## src/rtl/ict_pkg.sv

```systemverilog
package ict_pkg;
  typedef enum logic [2:0] {
    M_TC_INT    = 3'd0,
    M_ONESHOT   = 3'd1,
    M_RATE      = 3'd2,
    M_SQUARE    = 3'd3,
    M_SW_STROBE = 3'd4,
    M_HW_STROBE = 3'd5
  } mode_e;

  // codes 6 and 7 fold onto 2 and 3
  function automatic mode_e norm_mode(logic [2:0] m);
    return mode_e'((m[2] && m[1]) ? {1'b0, m[1:0]} : m);
  endfunction

  function automatic logic is_periodic(mode_e m);
    return (m == M_RATE) || (m == M_SQUARE);
  endfunction

  function automatic logic gate_retrig(mode_e m);
    return (m == M_ONESHOT) || (m == M_RATE) || (m == M_SQUARE) || (m == M_HW_STROBE);
  endfunction
endpackage

```

## src/rtl/ict_gate_edge.sv

```systemverilog
module ict_gate_edge (
  input  logic clk_i,
  input  logic rst_ni,
  input  logic gate_i,
  output logic rise_o
);
  logic gate_q;

  always_ff @(posedge clk_i or negedge rst_ni) begin
    if (!rst_ni) gate_q <= 1'b0;
    else         gate_q <= gate_i;
  end

  assign rise_o = gate_i && !gate_q;
endmodule

```

## src/rtl/ict_phase.sv

```systemverilog
module ict_phase #(
  parameter int unsigned CNT_W = 16
) (
  input  logic             clk_i,
  input  logic             rst_ni,
  input  logic             load_i,
  input  logic [CNT_W-1:0] load_val_i,
  input  logic             periodic_i,
  input  logic             restart_i,
  input  logic             advance_i,
  output logic [CNT_W:0]   init_o,
  output logic [CNT_W:0]   ph_o,
  output logic [CNT_W:0]   dbl_o,
  output logic             done_o,
  output logic             past_o,
  output logic             started_o
);
  localparam int unsigned IW = CNT_W + 1;
  localparam logic [IW-1:0] MAX_INIT = {1'b1, {CNT_W{1'b0}}};

  logic [IW-1:0] init_q, ph_q, dbl_q;
  logic          done_q, past_q, started_q;
  logic [IW-1:0] ld_init, ph_inc, dbl_sum, dbl_nx;
  logic          hit;

  assign ld_init = (load_val_i == '0) ? MAX_INIT : {1'b0, load_val_i};
  assign ph_inc  = ph_q + IW'(1);
  assign hit     = (ph_inc == init_q);
  assign dbl_sum = dbl_q + IW'(2);

  always_comb begin
    if (init_q == IW'(1))       dbl_nx = '0;
    else if (dbl_sum >= init_q) dbl_nx = dbl_sum - init_q;
    else                        dbl_nx = dbl_sum;
  end

  always_ff @(posedge clk_i or negedge rst_ni) begin
    if (!rst_ni) begin
      init_q    <= MAX_INIT;
      ph_q      <= '0;
      dbl_q     <= '0;
      done_q    <= 1'b0;
      past_q    <= 1'b0;
      started_q <= 1'b0;
    end else if (load_i || restart_i) begin
      if (load_i) init_q <= ld_init;
      ph_q      <= '0;
      dbl_q     <= '0;
      done_q    <= 1'b0;
      past_q    <= 1'b0;
      started_q <= 1'b0;
    end else if (advance_i) begin
      started_q <= 1'b1;
      dbl_q     <= dbl_nx;
      if (periodic_i) ph_q <= hit ? '0 : ph_inc;
      else            ph_q <= {1'b0, ph_inc[CNT_W-1:0]};
      if (hit) done_q <= 1'b1;
      past_q <= done_q;
    end
  end

  assign init_o    = init_q;
  assign ph_o      = ph_q;
  assign dbl_o     = dbl_q;
  assign done_o    = done_q;
  assign past_o    = past_q;
  assign started_o = started_q;

  p_zero_load_r2: assert property (@(posedge clk_i) disable iff (!rst_ni)
    (load_i && load_val_i == '0) |=> (init_q == MAX_INIT));

  p_phase_bound_r4: assert property (@(posedge clk_i) disable iff (!rst_ni)
    (periodic_i && !load_i && !restart_i && advance_i && hit) |=> (ph_q == '0));
endmodule

```

## src/rtl/ict_out_dec.sv

```systemverilog
module ict_out_dec
  import ict_pkg::*;
#(
  parameter int unsigned CNT_W = 16
) (
  input  logic             valid_i,
  input  mode_e            mode_i,
  input  logic [CNT_W:0]   init_i,
  input  logic [CNT_W:0]   ph_i,
  input  logic [CNT_W:0]   dbl_i,
  input  logic             done_i,
  input  logic             past_i,
  input  logic             started_i,
  output logic             out_o,
  output logic [CNT_W-1:0] count_o
);
  localparam int unsigned HW = CNT_W + 2;

  logic [HW-1:0] half;
  assign half = ({1'b0, init_i} + HW'(1)) >> 1;

  always_comb begin
    if (mode_i == M_SQUARE) count_o = init_i[CNT_W-1:0] - dbl_i[CNT_W-1:0];
    else                    count_o = init_i[CNT_W-1:0] - ph_i[CNT_W-1:0];
  end

  always_comb begin
    out_o = 1'b0;
    if (valid_i) begin
      unique case (mode_i)
        M_TC_INT, M_ONESHOT:       out_o = done_i;
        M_RATE:                    out_o = started_i && (ph_i == '0);
        M_SQUARE:                  out_o = ({1'b0, ph_i} < half);
        M_SW_STROBE, M_HW_STROBE:  out_o = done_i && !past_i;
        default:                   out_o = 1'b0;
      endcase
    end
  end
endmodule

```

## src/rtl/interval_counter.sv

```systemverilog
module interval_counter
  import ict_pkg::*;
#(
  parameter int unsigned CNT_W = 16
) (
  input  logic             clk_i,
  input  logic             rst_ni,
  input  logic             tick_i,
  input  logic             gate_i,
  input  logic             load_i,
  input  logic [CNT_W-1:0] load_count_i,
  input  logic [2:0]       load_mode_i,
  input  logic             load_bcd_i,
  output logic             out_o,
  output logic [CNT_W-1:0] count_o,
  output logic             bcd_o
);
  localparam int unsigned IW = CNT_W + 1;

  mode_e         mode_q;
  logic          valid_q, bcd_q;
  logic          gate_rise, retrig, periodic, restart, advance;
  logic [IW-1:0] init, ph, dbl;
  logic          done, past, started;

  always_ff @(posedge clk_i or negedge rst_ni) begin
    if (!rst_ni) begin
      mode_q  <= M_TC_INT;
      valid_q <= 1'b0;
      bcd_q   <= 1'b0;
    end else if (load_i) begin
      mode_q  <= norm_mode(load_mode_i);
      valid_q <= 1'b1;
      bcd_q   <= load_bcd_i;
    end
  end

  assign retrig   = gate_retrig(mode_q);
  assign periodic = is_periodic(mode_q);
  assign restart  = valid_q && retrig && gate_rise;
  // level gate only pauses the non-retrigger modes
  assign advance  = valid_q && tick_i && (gate_i || retrig);

  ict_gate_edge u_gate (
    .clk_i  (clk_i),
    .rst_ni (rst_ni),
    .gate_i (gate_i),
    .rise_o (gate_rise)
  );

  ict_phase #(.CNT_W(CNT_W)) u_phase (
    .clk_i      (clk_i),
    .rst_ni     (rst_ni),
    .load_i     (load_i),
    .load_val_i (load_count_i),
    .periodic_i (periodic),
    .restart_i  (restart),
    .advance_i  (advance),
    .init_o     (init),
    .ph_o       (ph),
    .dbl_o      (dbl),
    .done_o     (done),
    .past_o     (past),
    .started_o  (started)
  );

  ict_out_dec #(.CNT_W(CNT_W)) u_dec (
    .valid_i   (valid_q),
    .mode_i    (mode_q),
    .init_i    (init),
    .ph_i      (ph),
    .dbl_i     (dbl),
    .done_i    (done),
    .past_i    (past),
    .started_i (started),
    .out_o     (out_o),
    .count_o   (count_o)
  );

  assign bcd_o = bcd_q;

  p_idle_low_r1: assert property (@(posedge clk_i) disable iff (!rst_ni)
    !valid_q |-> !out_o);

  p_wrap_r3: assert property (@(posedge clk_i) disable iff (!rst_ni)
    (valid_q && !periodic && advance && !load_i && !restart && count_o == '0)
      |=> (count_o == '1));

  p_reload_r4: assert property (@(posedge clk_i) disable iff (!rst_ni)
    (valid_q && mode_q == M_RATE && advance && !load_i && !restart && count_o == CNT_W'(1))
      |=> (count_o == init[CNT_W-1:0]));

  p_gate_pause_r5: assert property (@(posedge clk_i) disable iff (!rst_ni)
    (valid_q && !retrig && !gate_i && !load_i) |=> ($stable(count_o) && $stable(out_o)));

  p_strobe_once_r10: assert property (@(posedge clk_i) disable iff (!rst_ni)
    (valid_q && (mode_q == M_SW_STROBE || mode_q == M_HW_STROBE) && out_o && advance && !load_i)
      |=> !out_o);

  p_tick_hold_r12: assert property (@(posedge clk_i) disable iff (!rst_ni)
    (!tick_i && !load_i && !restart) |=> $stable(count_o));
endmodule

```

## config.mk

```make
export PLATFORM = sky130hd
export DESIGN_NAME = interval_counter
export DESIGN_NICKNAME = d
export VERILOG_FILES = /design/src/rtl/ict_pkg.sv /design/src/rtl/ict_gate_edge.sv /design/src/rtl/ict_phase.sv /design/src/rtl/ict_out_dec.sv /design/src/rtl/interval_counter.sv
export SDC_FILE = /design/constraint.sdc
export NUM_CORES = 1
export LEC_CHECK = 0
export ABC_CLOCK_PERIOD_IN_PS = 7200
export BUFFER_PORTS_ARGS = -buffer_cell sky130_fd_sc_hd__buf_2
export CORE_UTILIZATION = 35
export CTS_CLUSTER_SIZE = 14
export DETAILED_ROUTE_END_ITERATION = 10
export PLACE_DENSITY = 0.48
export SYNTH_ARGS = -nofsm -noshare
export SYNTH_HDL_FRONTEND = slang
export SYNTH_SLANG_ARGS = --single-unit
```

## constraint.sdc

```tcl
create_clock -name clk_i -period 7.2 [get_ports clk_i]
set_clock_uncertainty 0.15 [all_clocks]
set_input_delay 1.08 -clock clk_i [delete_from_list [all_inputs] [get_ports clk_i]]
set_output_delay 1.08 -clock clk_i [all_outputs]
set_load 0.01 [all_outputs]
```

======== Yosys cells after proc, flatten, opt, wreduce, memory -nomap -nowiden ========
Index checks and enable logic that the tools add are counted.
W data, S select, Z words.
word-level totals
  logic and storage cells ................. 70
  register bits ........................... 60
cells by class
  eq/ne operators ......................... 7
  add/subtract/negate cells ............... 6
  $lt $le $gt $ge ......................... 2
  reductions and logical operators ........ 25
  muxes and demuxes ....................... 20
operator list
  kind                     number
  $mux W17                 9
  $sub A16 B16 Y16         2
  $add A17 B1 Y18 const B  1
  $add A17 B1 Y17 const B  1
  $add A17 B2 Y17 const B  1
  $eq A17 B1 Y1 const B    1
  $eq A17 B17 Y1           1
  $ge A17 B17 Y1           1
  $logic_not A17 Y1        1
  $lt A17 B17 Y1           1
  $sub A17 B17 Y17         1
  $logic_not A16 Y1        1
  $mux W16                 1
  $logic_and A1 B1 Y1      8
  $mux W1                  8
  $eq A3 B2 Y1 const B     2
  $eq A3 B3 Y1 const B     2
  $logic_or A1 B1 Y1       6
  $pmux W1 S4              1
  $reduce_and A2 Y1        2
  $reduce_bool A2 Y1       2
  $reduce_or A2 Y1         2
  $eq A3 B1 Y1 const B     1
  $logic_not A3 Y1         1
  other kinds (2)          3

======== Longest topological paths before layout ========
Gate-level depths: netlist (run 1).
  word-level depth ........................ 9
  gate-level depth with buffers ........... 17

======== Hierarchy ========
Synthesis (run 1) repeated with hierarchy kept, for this count alone.
unflattened totals
  cell total of the unflattened synthesis .. 728
  area, all modules ....................... 6,055.8 sq um
modules (own cells, without submodules)
  module            area an instance (sq um)  times used  cells each
  ict_phase         4,197.8                   1           499
  ict_out_dec       1,597.8                   1           211
  interval_counter  221.5                     1           16
  ict_gate_edge     38.8                      1           2

======== Worst setup path before layout (run 1) ========
No wires, ideal clock.
  path kind ............................... register to output
  start point ............................. register mode_q[2]
  end point ............................... output port count_o[14]
  path buffers ............................ 1
  slack ................................... 3,039 ps
  data arrival time ....................... 2,931 ps
  required time ........................... 5,970 ps
  cell stages (with the launch flop) ...... 15
  path through ............................ dfrtp_1 > nand3b_1 > clkbuf_1 > o21ai_0 > ha_1 > inv_1 > fa_1 > a21o_1 > a21oi_1 > o21ai_0 > a31oi_1 > a21oi_1 > a21o_1 > a21oi_1 > xnor2_1
between the ends
  word-level cells in the longest chain between the ends .. 2
ends and longest elaborated chain
  what                      RTL line                source
  start: declaration        interval_counter.sv:20  mode_e mode_q;
  start signal: assignment  interval_counter.sv:32  mode_q <= norm_mode(load_mode_i);
  $eq A3 B2 Y1              ict_out_dec.sv:23       if (mode_i == M_SQUARE) count_o = init_i[CNT_W-1:0] - dbl_i[CNT_W-1:0];
  $mux W16                  ict_out_dec.sv:23
  end: declaration          interval_counter.sv:15  output logic [CNT_W-1:0] count_o,
Every way passes these cells.

======== Worst setup path after layout (run 1) ========
Ends and elaborated chain as after synthesis.

==> flow_metrics.env, run 1 <==
export IMPL_clock_latency_ps=340
export IMPL_rsz0062_at_grt="no"
export IMPL_synth_mux_area_frac=0.0295
export IMPL_synth_compound_area_share=0.204
export IMPL_post_dp_hpwl_um=14500
export IMPL_end_kind="primary output"
export IMPL_fin_nets=830
export IMPL_synth_top_family_by_area="simple AND/OR/NAND/NOR gates"
export IMPL_fin_cells=974
export IMPL_cts_setup_buffers=0
export IMPL_async_reset_ff_frac=1.00
export IMPL_die_area_um2=17400
export IMPL_clkSinkCount=60
export IMPL_routed_wl_um=18300
export IMPL_r2r_cells=15
export IMPL_max_freq_mhz=180
export IMPL_cts_tree="built"
export IMPL_ys_seq_elements=60
export IMPL_hp_start="bcd_o$_DFFE_PN0P_"
export IMPL_grt_pass1_vias=5476
export IMPL_ctsHoldBuffers=0
export IMPL_grt_max_degree=37
export IMPL_cts_buffers=9
export IMPL_slew_violations=0
export IMPL_first_iter_violations=383
export IMPL_fin_ws_ps=1640
export IMPL_yosysSeqAreaShare=0.255
export IMPL_syn_cell_area_um2=5900
export IMPL_synth_distinct_cells=63
export IMPL_ys_warn_count=0
export IMPL_route_met2_wl_um=8760
export IMPL_synth_top_area_frac=0.250
export IMPL_outcome="finished clean"
export IMPL_post_synth_cell_area_avg_um2=8.07
export IMPL_slowest_delay_ps=470
export IMPL_syn2layout_area_growth_pct=10.3
export IMPL_cts_path_max_buffers=2
export IMPL_met3_length_um=699
export IMPL_hold_class="reg2reg"
export IMPL_period_share=0.772
export IMPL_drt_met1_wl_um=8440
export IMPL_gp_congestion=0.926
export IMPL_die_x_um=132
export IMPL_cp_arrival_ps=4330
export IMPL_initial_core_util=0.357
export IMPL_hold_path_depth=1
export IMPL_synth_top_area_cell="dfrtp_1"
export IMPL_grt_pass1_wl_um=29600
export IMPL_grt_antenna_before_repair=0
export IMPL_vias=5441
export IMPL_core_area_um2=16500
export IMPL_post_place_ws_ps=1990
export IMPL_hold_ws_ps=351
export IMPL_critical_path_peak_fanout=14
export IMPL_hold_end="bcd_o$_DFFE_PN0P_"
export IMPL_required_ps=5970
export IMPL_r2r_slack_ps=2550
export IMPL_worst_pin_slew_ps=987
export IMPL_synthSimpleGateAreaFrac=0.210
export IMPL_rows=47
export IMPL_cp_start_kind="flop"
export IMPL_post_drt_via_cell_ratio=5.59
export IMPL_cts_clk_slew_worst_paths_ps=50
export IMPL_cp_num_buf_inv=3
export IMPL_fin_setup_tns_ps=0
export IMPL_path_depth=15
export IMPL_fill_cells=1706
export IMPL_crit_slowest_cell="nand3b_1"
export IMPL_root_buffer="clkbuf_16"
export IMPL_r2r_end="u_phase.dbl_o[13]$_DFFE_PN0P_"
export IMPL_power_density_nw_per_um2=166
export IMPL_drv_cap=0
export IMPL_overflow=0
export IMPL_num_antenna_cells=0
export IMPL_finalHoldViolCount=0
export IMPL_slew_headroom=0.334
export IMPL_r2r_start="u_phase.dbl_o[5]$_DFFE_PN0P_"
export IMPL_top_layer="met4"
export IMPL_ioPinCount=43
export IMPL_wl_per_cell_um=18.8
export IMPL_setup_viol_count_final=0
export IMPL_fin_util=0.394
export IMPL_ant_nets=0
export IMPL_path_common_cell="a21oi_1"
export IMPL_h_tree_depth=3
export IMPL_ys_flop_type="dfrtp_1"
export IMPL_leakagePower_nw=2.88
export IMPL_fin_crit_ps=5560
export IMPL_placedCellCount=959
export IMPL_cts_resized=0
export IMPL_ir_worst_vdd_v=0.000103
export IMPL_remaining_drc_errors=0
export IMPL_synth_area_top_cells="dfrtp_1 (25%), ha_1 (11%), xnor2_1 (9.1%), nand2_1 (4.6%), o21ai_0 (4.3%)"
export IMPL_io_buffers=42
export IMPL_synth_fa_ha_area_frac=0.119
export IMPL_synth_nets=811
export IMPL_crit_family="compound AO/OA/AOI/OAI gates"
export IMPL_path_cells="nand3b_1 -> buf_4 -> o21ai_0 -> ha_1 -> inv_1 -> fa_1 -> a21o_1 -> a21oi_1 -> o21ai_0 -> a31oi_1 -> a21oi_1 -> a21o_1 -> a21oi_1 -> xnor2_1 -> buf_2"
export IMPL_synthXorXnorAreaFrac=0.128
export IMPL_fp_dieH_um=132
export IMPL_gr_usage_all_layers=0.221
export IMPL_drive_gt1_frac=0.0981
export IMPL_synth_cells=731
export IMPL_synth_edf_count=0
export IMPL_drt_pre_antenna_iters=5
export IMPL_critPathKind="reg2out"
==> final cells by class <==
| cell class | count | area, µm² | area share |
|---|---|---|---|
| clock buffer | 13 | 260 | 0.0400 |
| clock inverter | 2 | 10.0 | 0.00154 |
| inverter | 37 | 139 | 0.0213 |
| multi-input combinational | 595 | 4070 | 0.626 |
| sequential | 60 | 1500 | 0.231 |
| tap | 220 | 275 | 0.0423 |
| timing repair buffer | 47 | 248 | 0.0381 |
==> routing by layer <==
| layer | GRT usage | up-vias |
|---|---|---|
| met5 | 0 | - |
| met4 | 0.0872 | 0 |
| met3 | 0.0334 | 24 |
| met2 | 0.370 | 121 |
| met1 | 0.284 | 2639 |
| li1 | - | 2657 |
==> cell usage after synthesis, drive strengths merged (16+ instances only) <==
cell	instances
o21ai	51
dfrtp	59
nor3	16
ha	53
a21oi	47
xor2	25
nand2	72
inv	37
clkbuf	22
xnor2	61
nor2	51
nand3	27
nand4	17
buf	17
==> flip-flops by register name, summed over array words and instances (netlist names) <==
signal and cells:
u_phase.past_o 1, valid_q 1, u_phase.dbl_o 17, mode_q 3
u_phase.init_o 17, bcd_o 1, u_phase.started_o 1, u_gate.gate_q 1
u_phase.ph_o 17, u_phase.done_o 1
==> power breakdown <==
group / switching, mW / leakage [nW] / internal [mW]
clock network: 0.154 / 0.135 / 0.248
registers: 0.0281 / 0.788 / 0.351
logic: 0.178 / 1.95 / 0.124
==> worst reg2reg max path, delay by kind of cell, from the launching register on <==
family,cells,cell delay (ps)
AOI/OAI and AO/OA,7,1850
xor gates and xnor gates,1,160
adders and majority gates,1,420
buffers and inverters,1,360
DFF,1,470
and+or+nand+nor,5,1120
==> kinds of logic (layout without fill, tap and decap cells) <==
family                   count (synthesis)  after routing
AND/OR/NAND/NOR                        251            251
adder cells (fa/ha/maj)                 55             55
XOR/XNOR                                86             86
buffers and inverters                   76             99
flip-flops                              60             60
AO/OA/AOI/OAI                          186            186
multiplexers                            17             17
==> through the flow <==
stage          instance area [µm²]  power (mW)
2_1_floorplan                 5900       0.582
3_3_place_gp                  6240       0.683
3_5_place_dp                  6240       0.687
4_1_cts                       6510        1.09
5_1_grt                       6510        1.14
6_report                      6510        1.08
==> worst max-delay path by stage <==
stage | from | end | slack, ps
2_1_floorplan | mode_q[2]$_DFFE_PN0P_ | count_o[14] | 3040
3_3_place_gp | mode_q[2]$_DFFE_PN0P_ | count_o[14] | 2210
3_5_place_dp | mode_q[2]$_DFFE_PN0P_ | count_o[14] | 1990
4_1_cts | mode_q[2]$_DFFE_PN0P_ | count_o[14] | 1620
5_1_grt | mode_q[2]$_DFFE_PN0P_ | count_o[14] | 1300
6_report | mode_q[2]$_DFFE_PN0P_ | count_o[14] | 1640
==> placed cells by master, fill, tap and decap left out, drive strengths merged, types with 10 or more instances in the layout <==
cell type   n
a21o       14
a21oi      47
and3       14
buf        47
clkbuf     13
dfrtp      59
ha         53
inv        37
mux2i      14
nand2      72
nand3      27
nand4      17
nor2       51
nor3       16
nor4       11
o21a       10
o21ai      51
xnor2      61
xor2       25
No activity file was read; power rests on OpenSTA's default activity.
==> inputs of run 2 (changes only) <==
--- a/config.mk
+++ b/config.mk
@@ -5,7 +5,7 @@
 export SDC_FILE = /design/constraint.sdc
 export NUM_CORES = 1
 export LEC_CHECK = 0
-export ABC_CLOCK_PERIOD_IN_PS = 7200
+export ABC_CLOCK_PERIOD_IN_PS = 5600
 export BUFFER_PORTS_ARGS = -buffer_cell sky130_fd_sc_hd__buf_2
 export CORE_UTILIZATION = 35
 export CTS_CLUSTER_SIZE = 14
==> constraint.sdc (replaced) <==
create_clock -name clk_i -period 5.6 [get_ports clk_i]
set_clock_uncertainty 0.15 [all_clocks]
set_input_delay 0.84 -clock clk_i [delete_from_list [all_inputs] [get_ports clk_i]]
set_output_delay 0.84 -clock clk_i [all_outputs]
set_load 0.01 [all_outputs]
==> run 2 against run 1 <==
  * Die area unchanged
  * Sequential power is 29% higher
  * Global-route usage is 0.27 points higher
  * Count of clock-buffer cells in the layout is the same
==> flow_metrics.env, run 2 (synthesis results as in run 1) <==
export IMPL_cp_arrival_ps=3820
export IMPL_overflow=0
export IMPL_leakagePower_nw=2.88
export IMPL_syn2layout_area_growth_pct=10.6
export IMPL_required_ps=4610
export IMPL_ioPinCount=43
export IMPL_grt_pass1_wl_um=30100
export IMPL_slowest_delay_ps=420
export IMPL_clkSinkCount=60
export IMPL_fin_setup_tns_ps=0
export IMPL_switching_power_mw=0.470
export IMPL_root_buffer="clkbuf_16"
export IMPL_crit_family="compound AO/OA/AOI/OAI gates"
export IMPL_fp_dieH_um=132
export IMPL_cp_start_kind="flop"
export IMPL_intPower_mw=0.954
export IMPL_first_iter_violations=405
export IMPL_slew_headroom=0.350
export IMPL_post_drt_via_cell_ratio=5.73
export IMPL_power_density_nw_per_um2=218
export IMPL_rsz0062_at_grt="no"
export IMPL_vias=5595
export IMPL_hold_class="reg2reg"
export IMPL_p_sw_frac=0.330
export IMPL_worst_pin_slew_ps=962
export IMPL_outcome="finished clean"
export IMPL_fin_crit_ps=4810
export IMPL_clkPwrFrac=0.380
export IMPL_path_cells="nand3b_1 -> o21ai_0 -> ha_1 -> inv_1 -> fa_1 -> a21o_1 -> a21oi_1 -> o21ai_0 -> a31oi_1 -> a21oi_1 -> a21o_1 -> a21oi_1 -> xnor2_1 -> buf_2"
export IMPL_gp_congestion=0.923
export IMPL_slew_violations=0
export IMPL_grt_antenna_before_repair=0
export IMPL_seq_power_share=0.343
export IMPL_remaining_drc_errors=0
export IMPL_fin_util=0.395
export IMPL_ir_worst_vdd_v=0.000115
export IMPL_grt_pass1_vias=5413
export IMPL_critPathKind="reg2out"
export IMPL_io_buffers=42
export IMPL_max_freq_mhz=208
export IMPL_drv_cap=0
export IMPL_fin_nets=831
export IMPL_die_x_um=132
export IMPL_path_common_cell="a21oi_1"
export IMPL_h_tree_depth=3
export IMPL_clock_latency_ps=340
export IMPL_final_cell_mix="nand2_1 (72), xnor2_1 (61), dfrtp_1 (59)"
export IMPL_ant_nets=0
export IMPL_drt_pre_antenna_iters=5
export IMPL_cts_buffers=9
export IMPL_finalHoldViolCount=0
export IMPL_ctsHoldBuffers=0
export IMPL_critical_path_peak_fanout=5
export IMPL_cts_setup_buffers=0
export IMPL_drive_gt1_frac=0.0979
export IMPL_rows=47
export IMPL_wl_per_cell_um=19.4
export IMPL_final_common_cell="nand2_1"
export IMPL_post_dp_hpwl_um=14800
export IMPL_end_kind="primary output"
export IMPL_crit_slowest_cell="dfrtp_1"
export IMPL_setup_viol_count_final=0
export IMPL_grt_max_degree=61
export IMPL_num_antenna_cells=0
export IMPL_hold_ws_ps=354
export IMPL_die_area_um2=17400
export IMPL_power_share_combinational=0.276
export IMPL_period_share=0.859
export IMPL_cts_clk_slew_worst_paths_ps=60
export IMPL_initial_core_util=0.357
export IMPL_fin_total_pwr_mw=1.42
export IMPL_gr_usage_all_layers=0.224
export IMPL_routed_wl_um=18900
export IMPL_cp_num_buf_inv=2
export IMPL_cts_resized=0
export IMPL_core_area_um2=16500
export IMPL_cts_tree="built"
export IMPL_cts_path_max_buffers=2
-- run 2: cell types whose count changed in the layout (fill, tap and decap cells not counted), sizes merged --
cell and change:
bufinv +1, buf +1
-- run 2: worst paths after layout --
path                                         startpoint                             end  slack, ps  cells past startpoint
setup / recovery                  mode_q[2]$_DFFE_PN0P_                     count_o[14]        790                     14
hold / removal                        bcd_o$_DFFE_PN0P_               bcd_o$_DFFE_PN0P_        350                      1
setup reg to reg           u_phase.dbl_o[1]$_DFFE_PN0P_   u_phase.dbl_o[13]$_DFFE_PN0P_       1480                     15
hold reg to reg                       bcd_o$_DFFE_PN0P_               bcd_o$_DFFE_PN0P_        350                      1
max in group asynchronous                        rst_ni  u_phase.init_o[10]$_DFFE_PN0P_       4220                      2
min in group asynchronous                        rst_ni     u_phase.ph_o[4]$_DFFE_PN0P_        530                      2
-- run 2: layout make-up --
cell class	instances	area (µm²)
Clock buffer	13	240
Fill cell	1717	10000
Clock inverter	3	40.0
Multi-Input combinational cell	595	4070
Timing Repair Buffer	48	255
Tap cell	220	275
Sequential cell	60	1500
Inverter	37	139
-- run 2: power groups by stage --
stage | registers [mW] | clock network [mW] | logic [mW]
CTS | 0.488 | 0.551 | 0.394
floorplan | 0.476 | 0 | 0.272
global route | 0.492 | 0.572 | 0.434
detailed placement | 0.495 | 0 | 0.392
global placement | 0.495 | 0 | 0.388
finish | 0.489 | 0.542 | 0.393
-- run 2: per-layer routing --
metal	GRT usage	up-vias	wire length, µm
met5	0	-	0
li1	-	2663	-
met4	0.0879	0	507
met3	0.0238	26	699
met1	0.303	2739	8870
met2	0.364	167	8850
-- run 2: per-stage QoR --
stage | setup WS [ps] | cell area, µm² | instances
floorplan | 1680 | 5900 | 731
global placement | 1260 | 6250 | 960
detailed placement | 1180 | 6250 | 960
CTS | 800 | 6530 | 976
global route | 543 | 6530 | 976
finish | 789 | 6530 | 976
==> inputs of run 3 (changes only) <==
--- a/config.mk
+++ b/config.mk
@@ -5,7 +5,7 @@
 export SDC_FILE = /design/constraint.sdc
 export NUM_CORES = 1
 export LEC_CHECK = 0
-export ABC_CLOCK_PERIOD_IN_PS = 5600
+export ABC_CLOCK_PERIOD_IN_PS = 6010
 export BUFFER_PORTS_ARGS = -buffer_cell sky130_fd_sc_hd__buf_2
 export CORE_UTILIZATION = 35
 export CTS_CLUSTER_SIZE = 14
==> constraint.sdc (replaced) <==
create_clock -name clk_i -period 6.01 [get_ports clk_i]
set_clock_uncertainty 0.15 [all_clocks]
set_input_delay 0.9015 -clock clk_i [delete_from_list [all_inputs] [get_ports clk_i]]
set_output_delay 0.9015 -clock clk_i [all_outputs]
set_load 0.01 [all_outputs]
==> run 3 against run 2 <==
  * Non-clock buffer count unchanged
  * Flip-flop and latch count did not move
  * Via count is 2.4% lower
  * Clock power is 8.3% higher
  * Worst setup slack gained 350 ps
  * Global-route usage decreased by 0.22 points
  * Utilization increased by 0.34 points
  * Total power is 1.3% lower
  * Die area unchanged
  * Hold slack is essentially flat
  * Combinational power is 7.1% lower
  * Sequential share of layout area down 0.20 points
  * Largest cell class unchanged
==> flow_metrics.env, run 3 (synthesis results as in run 1) <==
export IMPL_clkPwrFrac=0.417
export IMPL_hold_class="reg2reg"
export IMPL_fill_cells=1703
export IMPL_power_density_nw_per_um2=214
export IMPL_gp_congestion=0.886
export IMPL_routed_wl_um=18800
export IMPL_power_share_combinational=0.260
export IMPL_post_drt_via_cell_ratio=5.59
export IMPL_cp_num_buf_inv=3
export IMPL_rows=47
export IMPL_p_sw_frac=0.314
export IMPL_post_dp_hpwl_um=14700
export IMPL_rsz0062_at_grt="no"
export IMPL_end_kind="primary output"
export IMPL_grt_antenna_before_repair=0
export IMPL_worst_pin_slew_ps=1010
export IMPL_fin_total_pwr_mw=1.41
export IMPL_leakagePower_nw=2.91
export IMPL_seq_power_share=0.323
export IMPL_cts_resized=0
export IMPL_root_buffer="clkbuf_16"
export IMPL_fin_crit_ps=4870
export IMPL_required_ps=4960
export IMPL_r2r_cells=13
export IMPL_initial_core_util=0.357
export IMPL_remaining_drc_errors=0
export IMPL_grt_pass1_wl_um=29800
export IMPL_fin_setup_tns_ps=0
export IMPL_die_area_um2=17400
export IMPL_hold_ws_ps=354
export IMPL_overflow=0
export IMPL_vias=5458
export IMPL_ioPinCount=43
export IMPL_syn2layout_area_growth_pct=11.5
export IMPL_cts_tree="built"
export IMPL_gr_usage_all_layers=0.221
export IMPL_core_area_um2=16500
export IMPL_r2r_start="u_phase.dbl_o[2]$_DFFE_PN0P_"
export IMPL_cts_clk_slew_worst_paths_ps=50
export IMPL_final_cell_mix="nand2_1 (72), xnor2_1 (61), dfrtp_1 (59)"
export IMPL_intPower_mw=0.964
export IMPL_crit_family="compound AO/OA/AOI/OAI gates"
export IMPL_clkSinkCount=60
export IMPL_critPathKind="reg2out"
export IMPL_hp_start="bcd_o$_DFFE_PN0P_"
export IMPL_fin_nets=831
export IMPL_die_x_um=132
export IMPL_critical_path_peak_fanout=23
export IMPL_fp_dieH_um=132
export IMPL_path_cells="nand3b_1 -> buf_4 -> o21ai_0 -> ha_1 -> inv_1 -> fa_1 -> a21o_1 -> a21oi_1 -> o21ai_0 -> a31oi_1 -> a21oi_1 -> a21o_1 -> a21oi_1 -> xnor2_1 -> buf_2"
export IMPL_drt_pre_antenna_iters=5
export IMPL_max_freq_mhz=205
export IMPL_cp_arrival_ps=3820
export IMPL_cp_start_kind="flop"
export IMPL_fin_util=0.398
export IMPL_wl_per_cell_um=19.3
export IMPL_period_share=0.811
export IMPL_hold_end="bcd_o$_DFFE_PN0P_"
export IMPL_slowest_delay_ps=400
export IMPL_ir_worst_vdd_v=0.000137
export IMPL_clock_latency_ps=340
export IMPL_crit_slowest_cell="dfrtp_1"
export IMPL_finalHoldViolCount=0
export IMPL_hold_path_depth=1
export IMPL_drv_cap=0
export IMPL_final_common_cell="nand2_1"
export IMPL_finish_instance_area_um2=6580
export IMPL_grt_max_degree=61
export IMPL_post_dp_cell_area_um2=6250
export IMPL_switching_power_mw=0.441
export IMPL_path_common_cell="a21oi_1"
export IMPL_first_iter_violations=470
export IMPL_ant_nets=0
export IMPL_outcome="finished clean"
export IMPL_num_antenna_cells=0
export IMPL_slew_headroom=0.319
export IMPL_ctsHoldBuffers=0
export IMPL_cts_setup_buffers=0
export IMPL_drive_gt1_frac=0.103
export IMPL_r2r_slack_ps=1870
export IMPL_crit_start="mode_q[2]$_DFFE_PN0P_"
export IMPL_io_buffers=42
export IMPL_slew_violations=0
export IMPL_h_tree_depth=3
export IMPL_r2r_end="u_phase.dbl_o[13]$_DFFE_PN0P_"
export IMPL_grt_pass1_vias=5408
export IMPL_cts_buffers=9
export IMPL_setup_viol_count_final=0
export IMPL_cts_path_max_buffers=2
==> run 3: metrics by stage <==
| step | setup WS, ps | instances |
|---|---|---|
| 2_1_floorplan | 2030 | 731 |
| 3_3_place_gp | 1510 | 960 |
| 3_5_place_dp | 1480 | 960 |
| 4_1_cts | 1100 | 976 |
| 5_1_grt | 769 | 976 |
| 6_report | 1140 | 976 |
==> run 3: cell type report <==
class,instances,area (µm²),area share
sequential,60,1500,0.228
inverter,37,139,0.0211
multi-input combinational,595,4070,0.619
tap,220,275,0.0418
timing repair buffer,48,255,0.0388
clock inverter,4,70.1,0.0106
clock buffer,12,267,0.0405
==> run 3: worst register-to-register path: stages, from the launching register on <==
cell,delay [ps]
dfrtp_1,450
ha_1,280
and3_1,220
and3_1,300
nand3_1,250
xnor2_1,200
ha_1,350
nand2_1,140
o31ai_1,480
o31a_1,210
buf_4,270
inv_1,220
a32o_1,300
a31o_2,200
==> run 3: power by group through the flow <==
stage	combinational [mW]	clock (mW)	sequential (mW)
floorplan	0.253	0	0.443
global placement	0.364	0	0.460
detailed placement	0.363	0	0.460
CTS	0.366	0.599	0.453
global route	0.405	0.614	0.457
finish	0.365	0.587	0.454
==> run 3: how the worst max path moves through the flow <==
stage                        endpoint  slack [ps]  cells past startpoint
after floorplan           count_o[14]        2030                     14
after global placement    count_o[14]        1510                     15
after detailed placement  count_o[14]        1480                     15
after CTS                 count_o[14]        1100                     15
after global routing      count_o[14]         770                     16
final                     count_o[14]        1140                     15
==> run 3: metal layers <==
| layer | wire length, µm | up-vias | GRT usage |
|---|---|---|---|
| met5 | 0 | - | 0 |
| met2 | 9050 | 127 | 0.367 |
| met3 | 870 | 18 | 0.0377 |
| met1 | 8610 | 2653 | 0.296 |
| li1 | - | 2660 | - |
| met4 | 306 | 0 | 0.0627 |
